$ cat config.mk
export PLATFORM = sky130hd
export DESIGN_NAME = audclk_gen
export DESIGN_NICKNAME = d
export VERILOG_FILES = /design/src/rtl/audclk_pkg.sv /design/src/rtl/audclk_brg.sv /design/src/rtl/audclk_chsel.sv /design/src/rtl/audclk_gen.sv
export SDC_FILE = /design/constraint.sdc
export NUM_CORES = 1
export LEC_CHECK = 0
export BUFFER_PORTS_ARGS = -buffer_cell sky130_fd_sc_hd__buf_2
export CAP_MARGIN = 20
export CORE_AREA = 10 10 201 146
export DETAILED_ROUTE_END_ITERATION = 10
export DIE_AREA = 0 0 211 156
export GPL_TIMING_DRIVEN = 0
export PLACE_DENSITY = 0.49
export SKIP_CTS_REPAIR_TIMING = 1
export SLEW_MARGIN = 20
export SYNTH_ARGS = -nofsm -noshare
export SYNTH_HDL_FRONTEND = slang
export SYNTH_SLANG_ARGS = --single-unit
export TNS_END_PERCENT = 50
$ cat constraint.sdc
create_clock -name clk -period 2.75 [get_ports clk]
set_clock_uncertainty 0.2 [all_clocks]
set_input_delay 0.1375 -clock clk [delete_from_list [all_inputs] [get_ports clk]]
set_output_delay 0.1375 -clock clk [all_outputs]
set_load 0.02 [all_outputs]
$ cat src/rtl/audclk_pkg.sv
package audclk_pkg;

   // clock-select register layout (bit positions decoded by the dividers)
   localparam int CKR_OUT_BIT  = 31;
   localparam int CKR_SRCA_LSB = 20;
   localparam int CKR_SRCB_LSB = 16;
   localparam int SRC_W        = 3;
   localparam int FLD_W        = 8;

   // reference strobe positions on ref_stb
   typedef enum logic [1:0] {REF_A = 2'd0, REF_B = 2'd1, REF_C = 2'd2, REF_I = 2'd3} ref_idx_e;

   // channel select codes
   localparam logic [FLD_W-1:0] CH_ZERO = 8'h00;
   localparam logic [FLD_W-1:0] CH_REFA = 8'h01;
   localparam logic [FLD_W-1:0] CH_REFB = 8'h02;
   localparam logic [FLD_W-1:0] CH_REFC = 8'h03;
   localparam logic [FLD_W-1:0] CH_DIVA = 8'h10;
   localparam logic [FLD_W-1:0] CH_DIVB = 8'h20;

   // divider source decode: non-linear code to strobe
   function automatic logic brg_stb(input logic [SRC_W-1:0] code, input logic [3:0] stb);
      case (code)
         3'd0:    return stb[REF_A];
         3'd1:    return stb[REF_B];
         3'd4:    return stb[REF_C];
         3'd2:    return stb[REF_I];
         default: return 1'b0;
      endcase
   endfunction

endpackage

$ cat src/rtl/audclk_brg.sv
module audclk_brg #(
   parameter int DIV_W   = 10,
   parameter int CNT_W   = 8,
   parameter int RST_VAL = 2
) (
   input  logic             clk,
   input  logic             rst_n,
   input  logic             src_stb,
   input  logic             restart,
   input  logic [DIV_W-1:0] div_cfg,
   output logic             tick
);
   localparam int PRE_W = DIV_W - CNT_W;
   localparam int PC_W  = 2 * (2**PRE_W - 1) + 1;

   if (PRE_W < 1) begin : g_bad_w
      $error("audclk_brg: DIV_W must exceed CNT_W");
   end

   function automatic logic [PC_W-1:0] pre_last(input logic [PRE_W-1:0] p);
      logic [PC_W:0] f;
      f = (PC_W+1)'(2) << (2 * p);
      return PC_W'(f - 1'b1);
   endfunction

   logic [DIV_W-1:0] act;
   logic [PC_W-1:0]  pcnt;
   logic [CNT_W-1:0] cnt;
   logic             pre_end, cnt_end;

   assign pre_end = (pcnt == pre_last(act[DIV_W-1:CNT_W]));
   assign cnt_end = (cnt == act[CNT_W-1:0]);

   always_ff @(posedge clk) begin
      if (!rst_n) begin
         act  <= DIV_W'(RST_VAL);
         pcnt <= '0;
         cnt  <= '0;
         tick <= 1'b0;
      end else if (restart) begin
         act  <= div_cfg;
         pcnt <= '0;
         cnt  <= '0;
         tick <= 1'b0;
      end else begin
         tick <= 1'b0;
         if (src_stb) begin
            if (pre_end) begin
               pcnt <= '0;
               if (cnt_end) begin
                  cnt  <= '0;
                  tick <= 1'b1;
                  act  <= div_cfg;
               end else begin
                  cnt <= cnt + 1'b1;
               end
            end else begin
               pcnt <= pcnt + 1'b1;
            end
         end
      end
   end

   // total division is at least 2, so ticks never come back to back
   assert_tick_gap_R2: assert property (@(posedge clk) disable iff (!rst_n)
      tick |=> !tick);

   // a tick always follows an accepted source strobe
   assert_tick_cause_R2: assert property (@(posedge clk) disable iff (!rst_n)
      tick |-> ($past(src_stb) && !$past(restart)));

   // the counter never passes its terminal value
   assert_cnt_bound_R2: assert property (@(posedge clk) disable iff (!rst_n)
      cnt <= act[CNT_W-1:0]);

   // a restart cycle is never followed by a tick
   assert_restart_quiet_R7: assert property (@(posedge clk) disable iff (!rst_n)
      restart |=> !tick);

   // the active setting only moves at terminal count or restart
   assert_hold_cfg_R6: assert property (@(posedge clk) disable iff (!rst_n)
      (!restart && !(src_stb && pre_end && cnt_end)) |=> $stable(act));

endmodule

$ cat src/rtl/audclk_chsel.sv
module audclk_chsel #(
   parameter bit ZERO_STOPS = 1'b1
) (
   input  logic       clk,
   input  logic       rst_n,
   input  logic [7:0] code,
   input  logic [3:0] ref_stb,
   input  logic       tick_a,
   input  logic       tick_b,
   output logic       ch_tick
);
   import audclk_pkg::*;

   logic zero_src;

   if (ZERO_STOPS) begin : g_zero_stop
      assign zero_src = 1'b0;
   end else begin : g_zero_refi
      assign zero_src = ref_stb[REF_I];
   end

   always_comb begin
      case (code)
         CH_ZERO: ch_tick = zero_src;
         CH_REFA: ch_tick = ref_stb[REF_A];
         CH_REFB: ch_tick = ref_stb[REF_B];
         CH_REFC: ch_tick = ref_stb[REF_C];
         CH_DIVA: ch_tick = tick_a;
         CH_DIVB: ch_tick = tick_b;
         default: ch_tick = 1'b0;
      endcase
   end

   if (ZERO_STOPS) begin : g_chk_stop
      // a zero field keeps the channel silent
      assert_stopped_R9: assert property (@(posedge clk) disable iff (!rst_n)
         (code == CH_ZERO) |-> !ch_tick);
   end

endmodule

$ cat src/rtl/audclk_gen.sv
module audclk_gen #(
   parameter int NUM_CH     = 9,
   parameter bit SHARE_LAST = 1'b1,
   parameter bit ZERO_STOPS = 1'b1,
   parameter int ADDR_W     = 3,
   parameter int DIV_W      = 10,
   parameter int CNT_W      = 8,
   parameter int DIV_RST    = 2
) (
   input  logic              clk,
   input  logic              rst_n,
   input  logic [3:0]        ref_stb,
   input  logic              wr_en,
   input  logic [ADDR_W-1:0] wr_addr,
   input  logic [31:0]       wr_data,
   output logic              tick_a,
   output logic              tick_b,
   output logic              clkout_tick,
   output logic [NUM_CH-1:0] ch_tick
);
   import audclk_pkg::*;

   localparam int NUM_FLD    = SHARE_LAST ? NUM_CH - 1 : NUM_CH;
   localparam int FLD_PER_RG = 32 / FLD_W;
   localparam int NUM_SELREG = (NUM_FLD + FLD_PER_RG - 1) / FLD_PER_RG;
   localparam int ADR_CKR    = 0;
   localparam int ADR_DIVA   = 1;
   localparam int ADR_DIVB   = 2;
   localparam int ADR_CH0    = 3;

   if (NUM_CH < 2) begin : g_bad_ch
      $error("audclk_gen: NUM_CH must be at least 2");
   end
   if (ADR_CH0 + NUM_SELREG > 2**ADDR_W) begin : g_bad_addr
      $error("audclk_gen: ADDR_W too small for channel registers");
   end

   logic                 out_sel;
   logic [SRC_W-1:0]     sel_a, sel_b, sel_a_q, sel_b_q;
   logic [DIV_W-1:0]     div_a, div_b;
   logic [31:0]          chreg [NUM_SELREG];
   logic                 wr_ckr;

   assign wr_ckr = wr_en && (int'(wr_addr) == ADR_CKR);

   always_ff @(posedge clk) begin
      if (!rst_n) begin
         out_sel <= 1'b0;
         sel_a   <= '0;
         sel_b   <= '0;
         sel_a_q <= '0;
         sel_b_q <= '0;
         div_a   <= DIV_W'(DIV_RST);
         div_b   <= DIV_W'(DIV_RST);
      end else begin
         sel_a_q <= sel_a;
         sel_b_q <= sel_b;
         if (wr_ckr) begin
            out_sel <= wr_data[CKR_OUT_BIT];
            sel_a   <= wr_data[CKR_SRCA_LSB +: SRC_W];
            sel_b   <= wr_data[CKR_SRCB_LSB +: SRC_W];
         end
         if (wr_en && int'(wr_addr) == ADR_DIVA) div_a <= wr_data[DIV_W-1:0];
         if (wr_en && int'(wr_addr) == ADR_DIVB) div_b <= wr_data[DIV_W-1:0];
      end
   end

   always_ff @(posedge clk) begin
      for (int r = 0; r < NUM_SELREG; r++) begin
         if (!rst_n)
            chreg[r] <= '0;
         else if (wr_en && int'(wr_addr) == ADR_CH0 + r)
            chreg[r] <= wr_data;
      end
   end

   audclk_brg #(.DIV_W(DIV_W), .CNT_W(CNT_W), .RST_VAL(DIV_RST)) u_brg_a (
      .clk     (clk),
      .rst_n   (rst_n),
      .src_stb (brg_stb(sel_a, ref_stb)),
      .restart (sel_a != sel_a_q),
      .div_cfg (div_a),
      .tick    (tick_a)
   );

   audclk_brg #(.DIV_W(DIV_W), .CNT_W(CNT_W), .RST_VAL(DIV_RST)) u_brg_b (
      .clk     (clk),
      .rst_n   (rst_n),
      .src_stb (brg_stb(sel_b, ref_stb)),
      .restart (sel_b != sel_b_q),
      .div_cfg (div_b),
      .tick    (tick_b)
   );

   assign clkout_tick = out_sel ? tick_b : tick_a;

   for (genvar k = 0; k < NUM_CH; k++) begin : g_ch
      localparam int FLD = (SHARE_LAST && k == NUM_CH - 1) ? k - 1 : k;
      audclk_chsel #(.ZERO_STOPS(ZERO_STOPS)) u_sel (
         .clk     (clk),
         .rst_n   (rst_n),
         .code    (chreg[FLD / FLD_PER_RG][(FLD % FLD_PER_RG) * FLD_W +: FLD_W]),
         .ref_stb (ref_stb),
         .tick_a  (tick_a),
         .tick_b  (tick_b),
         .ch_tick (ch_tick[k])
      );
   end

   if (SHARE_LAST) begin : g_chk_share
      // the last channel mirrors its neighbour
      assert_share_R10: assert property (@(posedge clk) disable iff (!rst_n)
         ch_tick[NUM_CH-1] == ch_tick[NUM_CH-2]);
   end

   // the clock-out never pulses unless the selected divider does
   assert_clkout_src_R4: assert property (@(posedge clk) disable iff (!rst_n)
      clkout_tick |-> (tick_a || tick_b));

endmodule

==> metrics.md, run 1 <==
| Metric | Value |
|---|---|
| GRT Total Usage | `11.3%` |
| CTS root buffer | `clkbuf_16` |
| Initial DRC Count | `264` |
| Die area | `0.0329 mm2` |
| Placed cell areas | `0.00776 mm2` |
| Core Util, Final | `34.2%` |
| Critical Path AT | `2.21 ns` |
| Post-route cell area | `0.00868 mm2` |
| Met2 usage | `15.2%` |
| EDFF count, synth | `64` |
| First-pass GRT wire length | `28900 um` |
| Yosys warnings | `0` |
| Via count | `5289` |
| Vias in the first global route | `4998` |
| Violated checks | `negative hold slack` |
| Run status | `finished with violations` |
| Die span in x | `211 um` |
| FF+latch count, synth | `149` |
| Static Leak | `0.00326 uW` |
| Worst ir drop on vdd | `0.429 mV` |
| Worst-path fanout max | `10` |
| CTS tree | `done` |
| Crit path to | `ch_tick[6]` |
| Syn nets | `730` |
| Clk Latency, worst-skew pair | `0.43 ns` |
| RSZ-0062 raised after global routing | `false` |
| Global route hottest layer | `met1` |
| Worst R2R Start | `u_brg_b.act[9]` |
| Startpoint types | `flop` |
| Max Cap Viol | `0` |
| Worst r2r path cells | `6` |
| H-tree depth | `4` |
| Detail Placement HPWL | `13300 um` |
| DR pass1 iterations | `5` |
| Worst Setup Slack, final | `0.204 ns` |
| Die H | `156 um` |
| Synthesized instance count | `684` |
| GR Util met1 | `17.1%` |
| Initial Utilization | `27.6%` |
| Placer Congestion | `0.784` |
| Antenna Cells | `0` |
| Tcrit/Tclk final | `92.6%` |
| Count of final max-slew check failures | `0` |
| Initial antenna violation count | `0` |
| Worst setup path start | `u_brg_a.tick` |
| Worst-case clock buffer depth | `2` |
| Worst hold start | `rst_n` |
| Met3 Use GR | `2.75%` |
| Largest area contributor in the netlist | `edfxtp_1` |
| CTS Buf Count | `17` |
| Sequential area share after synthesis | `51.7%` |
| Synth Area per Inst | `10.3 um2` |
| Count leader, synth | `nand2_1` |
| Worst R2R End | `u_brg_b.pcnt[4]` |
| I/O Buffers | `50` |
| Core box area | `0.0254 mm2` |
| Final wirelength | `18600 um` |
| Fin. Hold Viols | `1` |
| Synth top cells by count | `nand2_1, dfxtp_1, and2_1, edfxtp_1, a21oi_1` |
| Worst EP required | `2.41 ns` |
| Final setup fails | `0` |
| Syn-to-layout area delta | `23.7%` |
| Fmax | `393 MHz` |
| DRC viols | `0` |
| Final worst path period need | `2.55 ns` |
| Min-Delay Path Class | `in2reg` |
| Placement Setup Slack | `0.344 ns` |
| Vias/cell | `4.67` |
| Clk sinks | `149` |
| WS Path Type | `reg2out` |
| Count of different cell masters after synthesis | `63` |
| Max-slew headroom | `41.5%` |
| Synthesized area | `0.00701 mm2` |
| Ports | `54` |
| Pwr/cell area | `606 mW/mm2` |
| Worst setup EP type | `primary output` |
| Routed Antenna Nets | `0` |
| GRT overflow | `0` |
| Synth top area share | `27.4%` |
| Synth area leaders | `edfxtp_1, dfxtp_1, and2_1` |
| Largest net degree at the start of global routing | `18` |
| Routed len/inst | `16.4 um` |
| Total Nets Final | `834` |
| Layout cells sized above 1 | `16.7%` |
| Flop2flop setup slack | `0.40 ns` |
| Async set-reset flop share out of synthesis | `0%` |
| FP Rows | `49` |
| Worst Tran Pin Value | `0.870 ns` |
| Main flop type after synthesis | `dfxtp_1` |
| CTS clock-pin slew for the worst setup and hold paths | `0.06 ns` |
| Worst hold margin | `-0.00800 ns` |
==> worst min-delay path by stage <==
stage / endpoint / cells past startpoint
floorplan: div_a[1] / 2
global placement: sel_a[1] / 3
detailed placement: sel_b[1] / 3
CTS: sel_b[1] / 3
global route: u_brg_b.cnt[7] / 4
finish: u_brg_b.cnt[7] / 4
==> report_power, final <==
group | switching (uW) | total (uW) | internal [uW]
clock network | 952 | 2370 | 1420
registers | 62.4 | 2460 | 2390
logic | 249 | 427 | 178
total | 1260 | 5250 | 3990
==> sequential cells by signal, summed over array words and instances (netlist names), 3 cells and up <==
signal and cells:
chreg 64, u_brg_b.act 10, sel_a 3, u_brg_b.pcnt 7, u_brg_a.cnt 8, u_brg_b.cnt 8, sel_a_q 3, div_a 10
div_b 10, u_brg_a.pcnt 7, u_brg_a.act 10, sel_b 3, sel_b_q 3
==> routing by layer <==
| metal | share of wire [%] | routed length [um] |
|---|---|---|
| met4 | 1.0 | 191 |
| met3 | 4.6 | 851 |
| met2 | 40 | 7350 |
| met1 | 55 | 10200 |
| met5 | 0 | 0 |
==> worst max-delay path: stages, from the launching register on <==
cell and delay (ns):
dfxtp_2 0.52, or4b_2 0.61, a211oi_1 0.33, buf_4 0.16
buf_2 0.15
==> kinds of logic (layout without fill, tap and decap cells) <==
logic type | Yosys count | after routing | share of synthesized area (%)
AO/OA/AOI/OAI | 106 | 106 | 10.4
XOR/XNOR | 29 | 29 | 3.62
multiplexers | 40 | 40 | 5.82
buffers and inverters | 46 | 163 | 3.35
AND/OR/NAND/NOR | 310 | 310 | 24.4
flip-flops | 149 | 149 | 51.7
adder cells (fa/ha/maj) | 4 | 4 | 0.714
==> per-stage QoR <==
stage	hold slack, ns	instances	power (uW)	setup TNS (ns)
2_1_floorplan	0.0615	684	2730	0
3_3_place_gp	0.205	1065	2880	0
3_5_place_dp	0.218	1068	2900	0
4_1_cts	-0.238	1100	5260	-0.177
5_1_grt	0.00698	1132	5430	0
6_report	-0.00800	1132	5250	0
==> cells in the final DEF, fill, tap and decap left out, drive strengths merged, types with 3 or more instances in the layout <==
cell type,count
a211o,6
a211oi,16
a21oi,40
a32o,6
and2,72
and3,5
buf,73
bufinv,3
clkbuf,38
clkinv,3
clkinvlp,7
dfxtp,85
dlygate4sd3,32
edfxtp,64
ha,4
inv,7
mux2,3
mux2i,37
nand2,97
nand3,15
nand3b,16
nor2,32
nor2b,4
nor3,19
nor3b,3
nor4,8
o2111ai,3
o211ai,3
o21ai,10
o22ai,7
o31ai,4
or2,4
or3,6
or4,11
or4b,9
xor2,29
==> final cells by class <==
class | count | area (um2)
Clock buffer | 18 | 429
Timing Repair Buffer | 85 | 633
Sequential cell | 149 | 3620
Inverter | 6 | 22.5
Clock inverter | 14 | 160
Buffer | 40 | 214
Tap cell | 331 | 414
Fill cell | 2591 | 16700
Multi-Input combinational cell | 489 | 3180
(Power assumes the default switching activity.)
==> inputs of run 2 (changes only) <==
Settings changed: BUFFER_PORTS_ARGS -buffer_cell sky130_fd_sc_hd__buf_2 to default, CORE_AREA 10 10 201 146 to 10 10 181 132, DIE_AREA 0 0 211 156 to 0 0 191 142, DONT_BUFFER_PORTS from default to 1, PLACE_DENSITY 0.49 to 0.54.
==> metrics.md, run 2 (synthesized netlist as in run 1, its figures left out) <==
| Metric | Value |
|---|---|
| Run status | `finished clean` |
| Core box area | `0.0204 mm2 (-20%)` |
| CTS root buffer | `clkbuf_16` |
| Worst ir drop on vdd | `0.336 mV (-22%)` |
| GRT Total Usage | `13.4% (+2.1 points)` |
| Layout cells sized above 1 | `10.4% (-6.3 points)` |
| Placed cell areas | `0.00738 mm2 (-4.9%)` |
| GRT overflow | `0 (unchanged)` |
| Worst-path fanout max | `10 (unchanged)` |
| Final worst path period need | `2.57 ns (+0.0214 ns)` |
| Final wirelength | `18400 um (-0.98%)` |
| Worst hold margin | `0.00749 ns (+0.0155 ns)` |
| H-tree depth | `4 (unchanged)` |
| Final setup fails | `0 (unchanged)` |
| CTS tree | `done` |
| Max-slew headroom | `40.4% (-1.1 points)` |
| Die span in x | `191 um (-9.5%)` |
| Register name with the most flops | `chreg` |
| Initial antenna violation count | `0 (unchanged)` |
| RSZ-0062 raised after global routing | `false` |
| Static Leak | `0.00305 uW (-6.5%)` |
| Startpoint types | `flop` |
| Count of final max-slew check failures | `0 (unchanged)` |
| Multi-input logic area | `0.00317 mm2 (-0.16%)` |
| Pwr/cell area | `627 mW/mm2 (+3.5%)` |
| Via count | `5400 (+2.1%)` |
| CTS clock-pin slew for the worst setup and hold paths | `0.06 ns (about the same)` |
| Clk Latency, worst-skew pair | `0.43 ns (about the same)` |
| Ports | `54 (unchanged)` |
| Worst hold start | `rst_n` |
| Routed Antenna Nets | `0 (unchanged)` |
| TNS Setup | `0 ns (unchanged)` |
| Most common cell after layout, fill and taps aside | `nand2_1` |
| Reg area | `0.00362 mm2 (unchanged)` |
| Placer Congestion | `0.808 (+3.2%)` |
| Worst-case clock buffer depth | `2 (unchanged)` |
| FP Rows | `44 (-10%)` |
| Critical Path AT | `2.23 ns (+0.02 ns)` |
| Tcrit/Tclk final | `93.3% (+0.78 points)` |
| Die H | `142 um (-9.0%)` |
| DR pass1 iterations | `5 (unchanged)` |
| Syn-to-layout area delta | `19.5%` |
| Antenna Cells | `0 (unchanged)` |
| Clk sinks | `149 (unchanged)` |
| Worst R2R Start | `u_brg_b.act[9]` |
| Die area | `0.0271 mm2 (-18%)` |
| Fin. Hold Viols | `0 (-1)` |
| Hold Path End | `u_brg_b.act[2]` |
| Vias/cell | `5.23 (+12%)` |
| CTS Buf Count | `17 (unchanged)` |
| Worst EP required | `2.41 ns (about the same)` |
| Routed len/inst | `17.8 um (+8.6%)` |
| Worst r2r path cells | `6 (unchanged)` |
| DRC viols | `0 (unchanged)` |
| Initial DRC Count | `436 (+65%)` |
| Worst setup EP type | `primary output` |
| WS Path Type | `reg2out` |
| Total Nets Final | `789 (-5.4%)` |
| Vias in the first global route | `5067 (+1.4%)` |
| Min-Delay Path Class | `in2reg` |
| Worst R2R End | `u_brg_b.pcnt[4]` |
| Fmax | `390 MHz (-0.83%)` |
| Worst Tran Pin Value | `0.887 ns (+0.0169 ns)` |
| First-pass GRT wire length | `28400 um (-1.8%)` |
| I/O Buffers | `0 (-100%)` |
| Max Cap Viol | `0 (unchanged)` |
| Worst Setup Slack, final | `0.183 ns (-0.0214 ns)` |
| Commonest cells after routing, fill and taps aside | `nand2_1, dfxtp_1, and2_1` |
| Max FFs per register | `64 (unchanged)` |
| Flop2flop setup slack | `0.37 ns (-0.03 ns)` |
| Fill count | `1953 (-25%)` |
| Initial Utilization | `34.3% (+6.7 points)` |
| Post-route cell area | `0.00838 mm2 (-3.4%)` |
| Placement Setup Slack | `0.369 ns (+0.0242 ns)` |
| Largest net degree at the start of global routing | `33 (+15)` |
| Hold depth | `3 (-1)` |
| Core Util, Final | `41.0% (+6.9 points)` |
| Detail Placement HPWL | `13200 um (-0.85%)` |
[run 2: layer usage]
metal | routed length [um] | track usage [%]
met1 | 9280 | 18.6
met2 | 7910 | 19.8
met3 | 957 | 3.82
met4 | 252 | 3.97
met5 | 0 | 0
[run 2: worst max-delay path by stage]
stage | depth (start not counted) | start | to
global route | 3 | u_brg_a.tick | ch_tick[0]
finish | 3 | u_brg_a.tick | ch_tick[0]
detailed placement | 6 | u_brg_b.act[9] | u_brg_b.pcnt[2]
CTS | 3 | u_brg_a.tick | ch_tick[0]
floorplan | 6 | u_brg_a.act[8] | u_brg_a.cnt[2]
global placement | 2 | rst_n | chreg[0][21]
[run 2: where the power goes]
| part | internal [uW] | switching, uW | leakage, uW |
|---|---|---|---|
| Sequential | 2400 | 61.8 | 0.00131 |
| Clock | 1430 | 979 | 0.000286 |
| Combinational | 153 | 235 | 0.00146 |
[run 2: layout make-up]
class | count | share of cell area, %
clock buffers | 17 | 5.07
clock inverters | 15 | 2.12
plain buffers | 40 | 2.55
well taps | 276 | 4.12
flip-flops and latches | 149 | 43.2
inverters | 6 | 0.269
repair buffers | 40 | 4.78
multi-input cells | 489 | 37.9
[run 2: critical path, stage by stage, from the launching register on]
cell and delay (ns):
dfxtp_2 0.59, or4b_2 0.62, a211oi_1 0.38, buf_4 0.22
[run 2: metrics by stage]
step	cells	total power, uW
4_1_cts	992	5220
5_1_grt	1032	5430
3_3_place_gp	960	2820
2_1_floorplan	684	2730
6_report	1032	5260
3_5_place_dp	960	2830
